===== src/rtl/bbm_pkg.sv =====
package bbm_pkg;
  // per-channel strobes from control to datapath
  typedef struct packed {
    logic reload;  // latch a new target, gates off
    logic drive;   // dead time over, enable gate for target
  } chStrobe_t;

  // short flag strobes
  typedef struct packed {
    logic flagSet;  // pull shortN low
    logic flagClr;  // release shortN
  } flagStrobe_t;
endpackage


===== src/rtl/bbm_ctrl.sv =====
module bbm_ctrl
  import bbm_pkg::*;
#(
  parameter int unsigned NUM_CH     = 8,
  parameter int unsigned DEAD_CYC   = 3,
  parameter int unsigned ASSERT_CYC = 5,
  parameter int unsigned CLEAR_CYC  = 6
) (
  input  logic                     clk,
  input  logic                     rstN,
  input  logic [NUM_CH-1:0]        chChange,
  input  logic                     anyMis,
  input  logic                     shortN,
  output chStrobe_t [NUM_CH-1:0]   chStb,
  output flagStrobe_t              flagStb
);
  localparam int unsigned DW   = $clog2(DEAD_CYC + 1);
  localparam int unsigned QMAX = (ASSERT_CYC > CLEAR_CYC) ? ASSERT_CYC : CLEAR_CYC;
  localparam int unsigned QW   = $clog2(QMAX + 1);

  // dead-time counter per channel
  for (genvar i = 0; i < NUM_CH; i++) begin : g_dead
    logic [DW-1:0] deadCnt;
    always_ff @(posedge clk) begin
      if (!rstN || chChange[i]) deadCnt <= DW'(DEAD_CYC - 1);
      else if (deadCnt != '0)   deadCnt <= deadCnt - 1'b1;
    end
    assign chStb[i].reload = chChange[i];
    assign chStb[i].drive  = !chChange[i] && (deadCnt == '0);
  end

  // asymmetric qualification of the ORed mismatch
  logic          runCond;
  logic          hit;
  logic [QW-1:0] qualCnt;
  logic [QW-1:0] limit;

  assign runCond = shortN ? anyMis : !anyMis;
  assign limit   = shortN ? QW'(ASSERT_CYC - 1) : QW'(CLEAR_CYC - 1);
  assign hit     = runCond && (qualCnt == limit);

  always_ff @(posedge clk) begin
    if (!rstN || !runCond || hit) qualCnt <= '0;
    else                          qualCnt <= qualCnt + 1'b1;
  end

  assign flagStb.flagSet = hit && shortN;
  assign flagStb.flagClr = hit && !shortN;


  fall_needs_mis_chk: assert property (@(posedge clk) disable iff (!rstN)
    $fell(shortN) |-> $past(anyMis));

  rise_needs_clean_chk: assert property (@(posedge clk) disable iff (!rstN)
    $rose(shortN) |-> !$past(anyMis));
endmodule


===== src/rtl/bbm_dp.sv =====
module bbm_dp
  import bbm_pkg::*;
#(
  parameter int unsigned NUM_CH = 8
) (
  input  logic                   clk,
  input  logic                   rstN,
  input  logic                   hiZ,
  input  logic [NUM_CH-1:0]      cmdState,
  input  logic [NUM_CH-1:0]      sense,
  input  chStrobe_t [NUM_CH-1:0] chStb,
  input  flagStrobe_t            flagStb,
  output logic [NUM_CH-1:0]      chChange,
  output logic                   anyMis,
  output logic [NUM_CH-1:0]      hsEn,
  output logic [NUM_CH-1:0]      lsEn,
  output logic                   shortN
);
  logic [NUM_CH-1:0] tgt;

  for (genvar i = 0; i < NUM_CH; i++) begin : g_ch
    assign chChange[i] = hiZ || (cmdState[i] != tgt[i]);

    always_ff @(posedge clk) begin
      if (!rstN) begin
        tgt[i]  <= 1'b0;
        hsEn[i] <= 1'b0;
        lsEn[i] <= 1'b0;
      end else begin
        if (chStb[i].reload) tgt[i] <= cmdState[i];
        hsEn[i] <= chStb[i].drive && tgt[i];
        lsEn[i] <= chStb[i].drive && !tgt[i];
      end
    end


    reload_off_chk: assert property (@(posedge clk) disable iff (!rstN)
      chStb[i].reload |=> (!hsEn[i] && !lsEn[i]));
  end

  assign anyMis = !hiZ && (|(sense ^ cmdState));

  always_ff @(posedge clk) begin
    if (!rstN)                shortN <= 1'b1;
    else if (flagStb.flagSet) shortN <= 1'b0;
    else if (flagStb.flagClr) shortN <= 1'b1;
  end


  no_overlap_chk: assert property (@(posedge clk) disable iff (!rstN)
    (hsEn & lsEn) == '0);

  hiz_off_chk: assert property (@(posedge clk) disable iff (!rstN)
    hiZ |=> (hsEn == '0 && lsEn == '0));

  hiz_no_fall_chk: assert property (@(posedge clk) disable iff (!rstN)
    (hiZ && shortN) |=> shortN);
endmodule


===== src/rtl/bbm_short_top.sv =====
module bbm_short_top
  import bbm_pkg::*;
#(
  parameter int unsigned NUM_CH     = 8,
  parameter int unsigned DEAD_CYC   = 3,
  parameter int unsigned ASSERT_CYC = 5,
  parameter int unsigned CLEAR_CYC  = 6
) (
  input  logic              clk,
  input  logic              rstN,
  input  logic [NUM_CH-1:0] cmdState,
  input  logic              hiZ,
  input  logic [NUM_CH-1:0] sense,
  output logic [NUM_CH-1:0] hsEn,
  output logic [NUM_CH-1:0] lsEn,
  output logic              shortN
);
  chStrobe_t [NUM_CH-1:0] chStb;
  flagStrobe_t            flagStb;
  logic [NUM_CH-1:0]      chChange;
  logic                   anyMis;

  bbm_ctrl #(
    .NUM_CH(NUM_CH), .DEAD_CYC(DEAD_CYC),
    .ASSERT_CYC(ASSERT_CYC), .CLEAR_CYC(CLEAR_CYC)
  ) u_ctrl (
    .clk(clk), .rstN(rstN), .chChange(chChange), .anyMis(anyMis),
    .shortN(shortN), .chStb(chStb), .flagStb(flagStb)
  );

  bbm_dp #(.NUM_CH(NUM_CH)) u_dp (
    .clk(clk), .rstN(rstN), .hiZ(hiZ), .cmdState(cmdState), .sense(sense),
    .chStb(chStb), .flagStb(flagStb), .chChange(chChange), .anyMis(anyMis),
    .hsEn(hsEn), .lsEn(lsEn), .shortN(shortN)
  );
endmodule


===== config.mk =====
export PLATFORM = sky130hd
export DESIGN_NAME = bbm_short_top
export DESIGN_NICKNAME = d
export VERILOG_FILES = /design/src/rtl/bbm_pkg.sv /design/src/rtl/bbm_ctrl.sv /design/src/rtl/bbm_dp.sv /design/src/rtl/bbm_short_top.sv
export SDC_FILE = /design/constraint.sdc
export NUM_CORES = 1
export LEC_CHECK = 0
export ABC_AREA = 1
export BUFFER_PORTS_ARGS = -buffer_cell sky130_fd_sc_hd__buf_2
export CORE_MARGIN = 4
export CORE_UTILIZATION = 55
export DETAILED_ROUTE_END_ITERATION = 8
export GPL_ROUTABILITY_DRIVEN = 0
export PLACE_DENSITY = 0.79
export SLEW_MARGIN = 20
export SYNTH_ARGS = -nofsm -noshare
export SYNTH_HDL_FRONTEND = slang
export SYNTH_HIERARCHICAL = 1
export SYNTH_SLANG_ARGS = --single-unit

===== constraint.sdc =====
create_clock -name clk -period 1.71 [get_ports clk]
set_clock_uncertainty 0.15 [all_clocks]
set_input_delay 0.171 -clock clk [delete_from_list [all_inputs] [get_ports clk]]
set_output_delay 0.171 -clock clk [all_outputs]
set_load 0.01 [all_outputs]

==> impl_metrics.yaml, run 1 <==
outcome:
  outcome: "complete, no violations"
synth:
  synth.net_count: 300
  synthDistinctLibCells: 19
  synth-seq-cells: 44
  synth_warnings: 6
  yosys.area.top_type_share_pct: 42.8
  synth_area_per_cell_um2: 7.57
  ys_seq_area_share_pct: 42.8
  postSynthCellCount: 272
  synth_area_leader_cell: "dfxtp_1"
  synth_area_leaders: "dfxtp_1 (43%), inv_1 (11%), nand2_1 (6.4%)"
  syn-cell-area_mm2: 0.00206
clock_tree:
  cts_buffer_depth: 2
  htree_levels: 2
  cts_setup_buffers: 0
  cts_sinks: 44
  clk_latency_ns: 0.30
  cts_resized: 0
  numCtsBuffers: 5
  cts_root_buf: "clkbuf_8"
  cts_tree: "yes"
  ctsHoldBuffers: 4
  cts.reportedPaths.clkPinSlew_ns: 0.08
drt:
  vias_per_cell: 4.72
  detail_route.wl_per_cell_um: 10.7
  first_iter_violations: 84
  wirelength_mm: 3.77
  first_pass_iters: 4
  ant_nets: 0
  drc_errors: 0
  dr_total_vias: 1671
layout:
  final_common_cell: "inv_1"
  num-fill-cells: 292
  nets: 335
  diodes: 0
  final_cell_mix: "inv_1 (58), dfxtp_1 (44), buf_2 (35), nor2_1 (35), nand2_1 (35)"
  finalInstanceArea_mm2: 0.00237
  multi_input_area_um2: 862
  ff_latch_area_um2: 881
  drive_gt1_share_pct: 18.5
  syn_to_final_growth_pct: 15.2
timing:
  setup_tns_ns: 0
  tightest_slew_ns: 0.493
  layout_min_cycle_time_ns: 1.41
  timing.final.crit_share_pct: 82.4
  hold_violations: 0
  slew_violations: 0
  rsz0062_at_grt: "false"
  fmax_ghz: 0.710
  setup-violations-final: 0
  relSlewSlack_pct: 66.8
die:
  io_pins: 36
  initial_utilization_pct: 59.3
  die-area_mm2: 0.00479
  coreArea_mm2: 0.00347
  fp.dieH_um: 69.2
  num_rows: 21
  die_w_um: 69.2
worst_setup_path:
  crit_path_end_kind: "flop"
  critPathMaxFanout: 5
  start_kind: "flop"
  crit_required_ns: 1.74
  critPathKind: "reg -> reg"
  worstPathArrival_ns: 1.44
power_and_ir_drop:
  p_comb_share_pct: 11.7
  p_clk_share_pct: 38.8
  p_sw_share_pct: 24.0
  p_seq_share_pct: 49.4
  powerDensity_mw_per_mm2: 935
  intPower_w: 0.00168
  ir_drop_v: 0.000560
  p_switching_w: 0.000532
  p_leak_nw: 1.17
placement:
  io_buffers: 35
  dp_hpwl_mm: 2.75
  place_area_mm2: 0.00220
global_route:
  grtUsageTotal_pct: 17.1
  grt_start_max_net_pins: 19
  grt_pass1_wl_mm: 6.66
  grt.overflow.total: 0
  grt_antenna_before_repair: 0
  grt_pass1_vias: 1588
run:
  drv_cap: 0
min_path:
  worstHoldPathType: "in -> reg"
critical path, cell delays in order (launching register included):
cell,delay (ns)
dfxtp_1,0.35
inv_1,0.09
o21ai_0,0.42
nor2_1,0.09
a21oi_1,0.13
nor2_1,0.06
cells in the mapped netlist, drive strengths merged:
cell type	count
buf	10
dfxtp	44
clkbuf	1
ha	9
a21oi	16
nand3	1
nand2	36
nor3	26
xor2	8
o21ai	15
inv	61
xnor2	1
o211ai	8
nor2	36
registers in the layout, summed over array words and instances, names as in the netlist:
name / flops
u_ctrl/g_dead.deadCnt: 16
u_dp/lsEn: 8
u_dp/hsEn: 8
u_dp/shortN: 1
u_ctrl/qualCnt: 3
u_dp/tgt: 8
logic make-up after synthesis:
logic type                 after synthesis  share of synthesized area (%)
adders and majority gates                9                           5.47
AOI/OAI and AO/OA                       39                           10.5
DFF                                     44                           42.8
buffers and inverters                   72                           15.3
and+or+nand+nor                         99                           22.1
xor gates and xnor gates                 9                           3.83
stage by stage:
step	util, %	setup WS [ns]	hold WS [ns]	total power [W]	cells
after floorplan	-	0.383	0.0972	0.00132	272
after global placement	63.6	0.137	0.270	0.00136	342
after detailed placement	63.6	0.0819	0.277	0.00137	342
after CTS	68.4	0.287	0.00350	0.00224	354
after global routing	68.4	0.0939	0.00187	0.00233	354
final	68.4	0.301	0.0187	0.00222	354
power groups by stage:
| stage | Combinational, W | Sequential, W | Clock (W) |
|---|---|---|---|
| after global placement | 0.000242 | 0.00112 | 0 |
| after floorplan | 0.000202 | 0.00112 | 0 |
| final | 0.000260 | 0.00110 | 0.000861 |
| after global routing | 0.000303 | 0.00110 | 0.000922 |
| after detailed placement | 0.000251 | 0.00112 | 0 |
| after CTS | 0.000260 | 0.00110 | 0.000883 |
layout make-up:
class	instances	area share [%]
inverters	61	9.66
flip-flops and latches	44	37.2
repair buffers	39	9.08
well taps	46	2.43
clock inverters	1	1.27
multi-input cells	156	36.4
clock buffers	7	4.06
routing by layer:
| layer | share of wire [%] | global-route usage [%] | vias to the layer above |
|---|---|---|---|
| li1 | - | - | 899 |
| met1 | 47 | 19.9 | 734 |
| met2 | 47 | 29.0 | 34 |
| met3 | 5.1 | 5.94 | 4 |
| met4 | 1.4 | 6.29 | 0 |
| met5 | 0 | 0 | - |
worst paths after layout:
| check | startpoint | endpoint | slack, ns | cells past startpoint |
|---|---|---|---|---|
| setup / recovery | u_dp/tgt[2]$_SDFFE_PN0P_ | u_dp/tgt[2]$_SDFFE_PN0P_ | 0.30 | 5 |
| hold / removal | cmdState[3] | u_dp/tgt[3]$_SDFFE_PN0P_ | 0.02 | 3 |
| setup reg to reg | u_dp/tgt[2]$_SDFFE_PN0P_ | u_dp/tgt[2]$_SDFFE_PN0P_ | 0.30 | 5 |
| hold reg to reg | u_dp/tgt[2]$_SDFFE_PN0P_ | u_dp/lsEn[2]$_SDFF_PN0_ | 0.29 | 1 |
No activity file was read; power rests on OpenSTA's default activity.
==> inputs of run 2 (changes only) <==
--- a/config.mk
+++ b/config.mk
@@ -5,7 +5,7 @@
 export SDC_FILE = /design/constraint.sdc
 export NUM_CORES = 1
 export LEC_CHECK = 0
-export ABC_AREA = 1
+export ABC_AREA = 0
 export BUFFER_PORTS_ARGS = -buffer_cell sky130_fd_sc_hd__buf_2
 export CORE_MARGIN = 4
 export CORE_UTILIZATION = 55
==> constraint.sdc (replaced) <==
create_clock -name clk -period 1.3 [get_ports clk]
set_clock_uncertainty 0.15 [all_clocks]
set_input_delay 0.13 -clock clk [delete_from_list [all_inputs] [get_ports clk]]
set_output_delay 0.13 -clock clk [all_outputs]
set_load 0.01 [all_outputs]
==> run 2 against run 1 <==
The flow now finishes with violations (negative setup slack). Via count fell by 10%. Synthesized area shrank 2.5%. Count of clock-buffer cells in the layout unchanged. Clock power increased by 32%. Global-route usage is 0.31 points higher. Critical path type is now in -> reg. Largest cell class is now multi-input gates. Largest power group unchanged.
==> impl_metrics.yaml, run 2 <==
outcome:
  outcome: "finished with violations"
  violations: "negative setup slack"
power_and_ir_drop:
  p_switching_w: 0.000732
  intPower_w: 0.00234
  ir_drop_v: 0.000673
  p_comb_share_pct: 15.4
  p_clk_share_pct: 37.3
  powerDensity_mw_per_mm2: 1150
  p_sw_share_pct: 23.9
  p_seq_share_pct: 47.3
  p_leak_nw: 1.28
timing:
  timing.final.crit_share_pct: 109
  fmax_ghz: 0.705
  slew_violations: 0
  setup_tns_ns: -0.275
  rsz0062_at_grt: "true"
  relSlewSlack_pct: 68.5
  hold_violations: 0
  layout_min_cycle_time_ns: 1.42
  tightest_slew_ns: 0.471
  fin_ws_ns: -0.119
  setup-violations-final: 4
synth:
  synth_area_leaders: "dfxtp_1 (44%), xor2_1 (7.9%), nand2b_1 (7.5%)"
  synthDistinctLibCells: 23
  synth-seq-cells: 44
  synth_warnings: 6
  synth_ff_type: "dfxtp_1"
  postSynthCellCount: 209
  synth_area_per_cell_um2: 9.60
  syn-cell-area_mm2: 0.00201
  synth_common_cells: "dfxtp_1 (44), nand2b_1 (24), xor2_1 (18)"
  synth_edf_count: 0
  synth_area_leader_cell: "dfxtp_1"
  ys_seq_area_share_pct: 43.9
  yosys.area.top_type_share_pct: 43.9
  synth.net_count: 237
  async_flop_share_pct: 0
  synth_most_common_cell: "dfxtp_1"
layout:
  final_common_cell: "buf_2"
  drive_gt1_share_pct: 39.8
  diodes: 0
  final_cell_count_no_fill: 310
  num-fill-cells: 222
  final_cell_mix: "buf_2 (30), dfxtp_1 (28), nand2b_1 (24)"
  nets: 291
  syn_to_final_growth_pct: 33.1
  largest_register_ffs: 16
  max_flop_register: "u_ctrl/g_dead.deadCnt"
clock_tree:
  cts_root_buf: "clkbuf_8"
  cts_tree: "yes"
  cts.reportedPaths.clkPinSlew_ns: 0.08
  cts_buffer_depth: 2
  htree_levels: 2
  clk_latency_ns: 0.30
  cts_sinks: 44
  numCtsBuffers: 5
global_route:
  grt_pass1_vias: 1381
  grt_pass1_wl_mm: 5.91
  grt_start_max_net_pins: 20
  grt.overflow.total: 0
  grtUsageTotal_pct: 17.4
  grt_antenna_before_repair: 0
placement:
  io_buffers: 35
  dp_hpwl_mm: 2.55
  post-place-cells: 295
  pre_cts_slack_ns: -0.448
worst_setup_path:
  reg2regPathDepth: 3
  start_kind: "input pin"
  reg2reg_to: "u_ctrl/qualCnt[2]$_SDFF_PP0_"
  crit_required_ns: 1.35
  crit_chain: "buf_8 > xor2_4 > nor4_4 > a21oi_2 > xor2_2 > buf_4 > a2111oi_4"
  r2r-start: "u_ctrl/qualCnt[0]$_SDFF_PP0_"
  cp.buffers_inverters: 2
  critPathMaxFanout: 3
  worstPathArrival_ns: 1.47
  max_stage_delay_ns: 0.31
  crit_family: "compound AO/OA/AOI/OAI gates"
  cp_slowest_cell: "nor4_4"
  reg2reg_slack_ns: -0.01
  critPathKind: "in -> reg"
  crit_path_end_kind: "flop"
drt:
  vias_per_cell: 4.83
  dr_total_vias: 1496
  ant_nets: 0
  drc_errors: 0
  first_pass_iters: 4
  wirelength_mm: 4.02
  detail_route.wl_per_cell_um: 13.0
  first_iter_violations: 80
die:
  num_rows: 21
  fp.dieH_um: 68.4
  coreArea_mm2: 0.00344
  die_w_um: 68.4
  io_pins: 36
  die-area_mm2: 0.00468
  initial_utilization_pct: 58.3
min_path:
  min_delay_worst_endpoint: "u_dp/tgt[6]$_SDFFE_PN0P_"
  worstHoldPathType: "in -> reg"
  hold_start: "cmdState[6]"
  hold_depth: 3
run:
  drv_cap: 0
run 2: cell count changes after synthesis, sizes merged, moves of 10 or more:
cell    change
xor2       +10
a21oi      -15
nand2      -28
nor2b      +17
nor3       -18
nor2       -26
inv        -43
nand2b     +24
o21ai      -14
run 2: repair_timing:
action                                  4_1_cts  5_1_grt
gates cloned                                  0        0
hold buffers                                  1        0
endpoints found under the setup margin       11       20
hold endpoints to repair                      1        0
pin swaps                                     1       10
setup buffers                                 0        6
gates resized for setup                      11       43
run 2: layout make-up:
cell class	instances	area (µm²)	share of cell area, %
clock buffers	7	96.3	3.61
clock inverters	1	30.0	1.12
inverters	18	67.6	2.53
multi-input cells	136	1130	42.4
flip-flops and latches	44	901	33.7
well taps	46	57.6	2.15
repair buffers	58	385	14.4
run 2: layer usage:
| metal | vias to the layer above | routed length, µm | track usage [%] |
|---|---|---|---|
| met4 | 0 | 63 | 6.70 |
| met3 | 6 | 146 | 5.42 |
| met1 | 693 | 1810 | 20.8 |
| li1 | 776 | - | - |
| met2 | 21 | 2000 | 29.0 |
| met5 | - | 0 | 0 |
run 2: worst max-delay path by stage:
stage                           start                            to  slack [ns]  depth (start not counted)
after floorplan           cmdState[5]  u_ctrl/qualCnt[0]$_SDFF_PP0_       -0.01                          5
after global placement    cmdState[2]  u_ctrl/qualCnt[0]$_SDFF_PP0_       -0.35                          6
after detailed placement  cmdState[5]  u_ctrl/qualCnt[2]$_SDFF_PP0_       -0.45                          6
after CTS                 cmdState[2]  u_ctrl/qualCnt[0]$_SDFF_PP0_       -0.02                          6
after global routing      cmdState[6]  u_ctrl/qualCnt[1]$_SDFF_PP0_       -0.18                          6
final                        sense[2]  u_ctrl/qualCnt[0]$_SDFF_PP0_       -0.12                          7
run 2: worst register-to-register path: cells and delay by family (launching register included):
kind	cells	cell delay [ns]
xor gates and xnor gates	1	0.14
DFF	1	0.37
adders and majority gates	1	0.24
AOI/OAI and AO/OA	1	0.32
run 2: power groups by stage:
stage	clock (W)	combinational (W)	sequential (W)
floorplan	0	0.000276	0.00147
global route	0.00122	0.000527	0.00146
CTS	0.00116	0.000395	0.00145
global placement	0	0.000370	0.00147
finish	0.00114	0.000473	0.00145
detailed placement	0	0.000380	0.00148
run 2: cell families (layout without fill, tap and decap cells):
group                      count (synthesis)  after routing  share of synthesized area, %
buffers and inverters                     29             84                          7.04
AOI/OAI and AO/OA                         13             13                          5.49
xor gates and xnor gates                  27             27                          11.8
and+or+nand+nor                           79             79                          22.2
muxes                                      8              8                          3.99
adders and majority gates                  9              9                          5.61
DFF                                       44             44                          43.9
run 2: per-stage QoR:
| stage | cell area, µm² | utilization [%] | hold slack, ns | total power (W) |
|---|---|---|---|---|
| 6_report | 2670 | 77.6 | 0.00581 | 0.00307 |
| 5_1_grt | 2670 | 77.6 | 0.00932 | 0.00320 |
| 4_1_cts | 2450 | 71.2 | 0.000782 | 0.00300 |
| 3_5_place_dp | 2290 | 66.4 | 0.301 | 0.00186 |
| 3_3_place_gp | 2290 | 66.4 | 0.297 | 0.00184 |
| 2_1_floorplan | 2010 | - | 0.139 | 0.00175 |
==> inputs of run 3 (changes only) <==
--- a/config.mk
+++ b/config.mk
@@ -12,6 +12,7 @@
 export DETAILED_ROUTE_END_ITERATION = 8
 export GPL_ROUTABILITY_DRIVEN = 0
 export PLACE_DENSITY = 0.79
+export SETUP_SLACK_MARGIN = 0.02
 export SLEW_MARGIN = 20
 export SYNTH_ARGS = -nofsm -noshare
 export SYNTH_HDL_FRONTEND = slang
==> run 3 against run 2 <==
Critical endpoint is now u_dp/shortN$_SDFFE_PN1P_. Critical path type unchanged. Sequential power barely moved. Sequential share of layout area barely moved. The run still ends with negative setup slack left. Global-route usage barely moved. Register-to-register slack got worse by 0.06 ns. Die area did not move. Cell count fell by 0.32%. Via count rose by 0.94%. Maximum frequency rose by 0.78%. Power rose by 0.42%. Worst setup slack improved by 0.011 ns. Largest cell class unchanged.
==> impl_metrics.yaml, run 3 (synthesis gave the netlist of run 2 again) <==
drt:
  detail_route.wl_per_cell_um: 13.5
  dr_total_vias: 1510
  wirelength_mm: 4.16
  vias_per_cell: 4.89
  ant_nets: 0
  first_pass_iters: 4
  first_iter_violations: 91
  drc_errors: 0
global_route:
  use_met3_pct: 5.42
  grt_pass1_wl_mm: 5.90
  grt_pass1_vias: 1375
  top_usage_layer: "met2"
  grt.overflow.total: 0
  grt_antenna_before_repair: 0
  grt_start_max_net_pins: 20
  grtUsageTotal_pct: 17.4
  grt_use_met2_pct: 28.8
  grt_util_met1_pct: 20.8
run:
  drv_cap: 0
power_and_ir_drop:
  p_leak_nw: 1.28
  ir_drop_v: 0.000732
  powerDensity_mw_per_mm2: 1150
  power_w: 0.00308
clock_tree:
  cts_tree: "yes"
  cts_sinks: 44
  cts_buffer_depth: 2
  htree_levels: 2
  cts.reportedPaths.clkPinSlew_ns: 0.08
  cts_root_buf: "clkbuf_8"
  numCtsBuffers: 5
  clk_latency_ns: 0.30
worst_setup_path:
  crit_required_ns: 1.37
  worstPathArrival_ns: 1.47
  critPathMaxFanout: 3
  crit_family: "simple AND/OR/NAND/NOR gates"
  critPathKind: "in -> reg"
  max_stage_delay_ns: 0.31
  crit_path_end_kind: "flop"
  crit_top_cell: "nor2_1"
  crit_chain: "buf_8 > xor2_4 > nor4_4 > a21oi_2 > buf_4 > nor2_1 > and3_2 > nor2_1 > o21ai_1"
  cp_slowest_cell: "nor4_4"
  start_kind: "input pin"
  cp.buffers_inverters: 2
placement:
  pre_cts_slack_ns: -0.448
  io_buffers: 35
  dp_hpwl_mm: 2.55
timing:
  hold_violations: 0
  layout_min_cycle_time_ns: 1.41
  rsz0062_at_grt: "true"
  fin_ws_ns: -0.108
  timing.final.crit_share_pct: 108
  setup-violations-final: 4
  fmax_ghz: 0.710
  setup_tns_ns: -0.315
  tightest_slew_ns: 0.497
  relSlewSlack_pct: 66.8
  slew_violations: 0
layout:
  final_common_cell: "buf_2"
  final_cell_mix: "buf_2 (30), nand2b_1 (24), dfxtp_1 (24)"
  nets: 290
  diodes: 0
  max_flop_register: "u_ctrl/g_dead.deadCnt"
  syn_to_final_growth_pct: 34.0
  largest_register_ffs: 16
  drive_gt1_share_pct: 41.4
outcome:
  violations: "negative setup slack"
  outcome: "finished with violations"
die:
  num_rows: 21
  fp.dieH_um: 68.4
  io_pins: 36
  die-area_mm2: 0.00468
  initial_utilization_pct: 58.3
  die_w_um: 68.4
  coreArea_mm2: 0.00344
min_path:
  worstHoldPathType: "in -> reg"
[run 3: cell types whose count changed in the layout (fill, tap and decap cells not counted), sizes merged]
cell / before / now
buf: 57 / 56
[run 3: final cells by class]
cell class	count	area [µm²]
Clock buffer	7	96.3
Timing Repair Buffer	57	378
Inverter	18	67.6
Fill cell	222	753
Tap cell	46	57.6
Sequential cell	44	906
Clock inverter	1	30.0
Multi-Input combinational cell	136	1150
[run 3: layer usage]
| layer | routed length [µm] | part of all wire [%] |
|---|---|---|
| met5 | 0 | 0 |
| met4 | 126 | 3.0 |
| met3 | 161 | 3.9 |
| met2 | 2080 | 50 |
| met1 | 1790 | 43 |
[run 3: power by group]
| part | internal, W | switching (W) |
|---|---|---|
| Clock | 0.000678 | 0.000467 |
| Combinational | 0.000251 | 0.000230 |
| Sequential | 0.00141 | 0.0000425 |
| Total | 0.00234 | 0.000740 |
[run 3: path summary, 6_finish.rpt]
check | from | cells past startpoint | slack, ns | end
worst max register to register | u_ctrl/qualCnt[2]$_SDFF_PP0_ | 4 | -0.07 | u_dp/shortN$_SDFFE_PN1P_
worst max-delay path | sense[2] | 9 | -0.11 | u_dp/shortN$_SDFFE_PN1P_
worst min-delay path | cmdState[6] | 3 | 0.006 | u_dp/tgt[6]$_SDFFE_PN0P_
worst min register to register | u_dp/tgt[5]$_SDFFE_PN0P_ | 1 | 0.29 | u_dp/lsEn[5]$_SDFF_PN0_
[run 3: repair_timing]
action | 4_1_cts | 5_1_grt
buffers inserted | 1 | 4
pin swaps | 1 | 13
endpoints found under the setup margin | 12 | 24
hold buffers | 1 | 0
gates resized for setup | 16 | 45
hold endpoints to repair | 1 | 0
[run 3: metrics by stage]
stage | util, % | cell area [µm²] | instances | hold WS [ns]
6_report | 78.1 | 2690 | 309 | 0.00551
5_1_grt | 78.1 | 2690 | 309 | 0.00679
2_1_floorplan | - | 2010 | 209 | 0.139
4_1_cts | 71.7 | 2470 | 305 | 0.000782
3_3_place_gp | 66.4 | 2290 | 295 | 0.297
3_5_place_dp | 66.4 | 2290 | 295 | 0.301
[run 3: worst register-to-register path: stages (launching register included)]
cell     delay, ns
dfxtp_1       0.35
nor2b_2       0.33
and3_2        0.24
nor2_1        0.04
o21ai_1       0.17
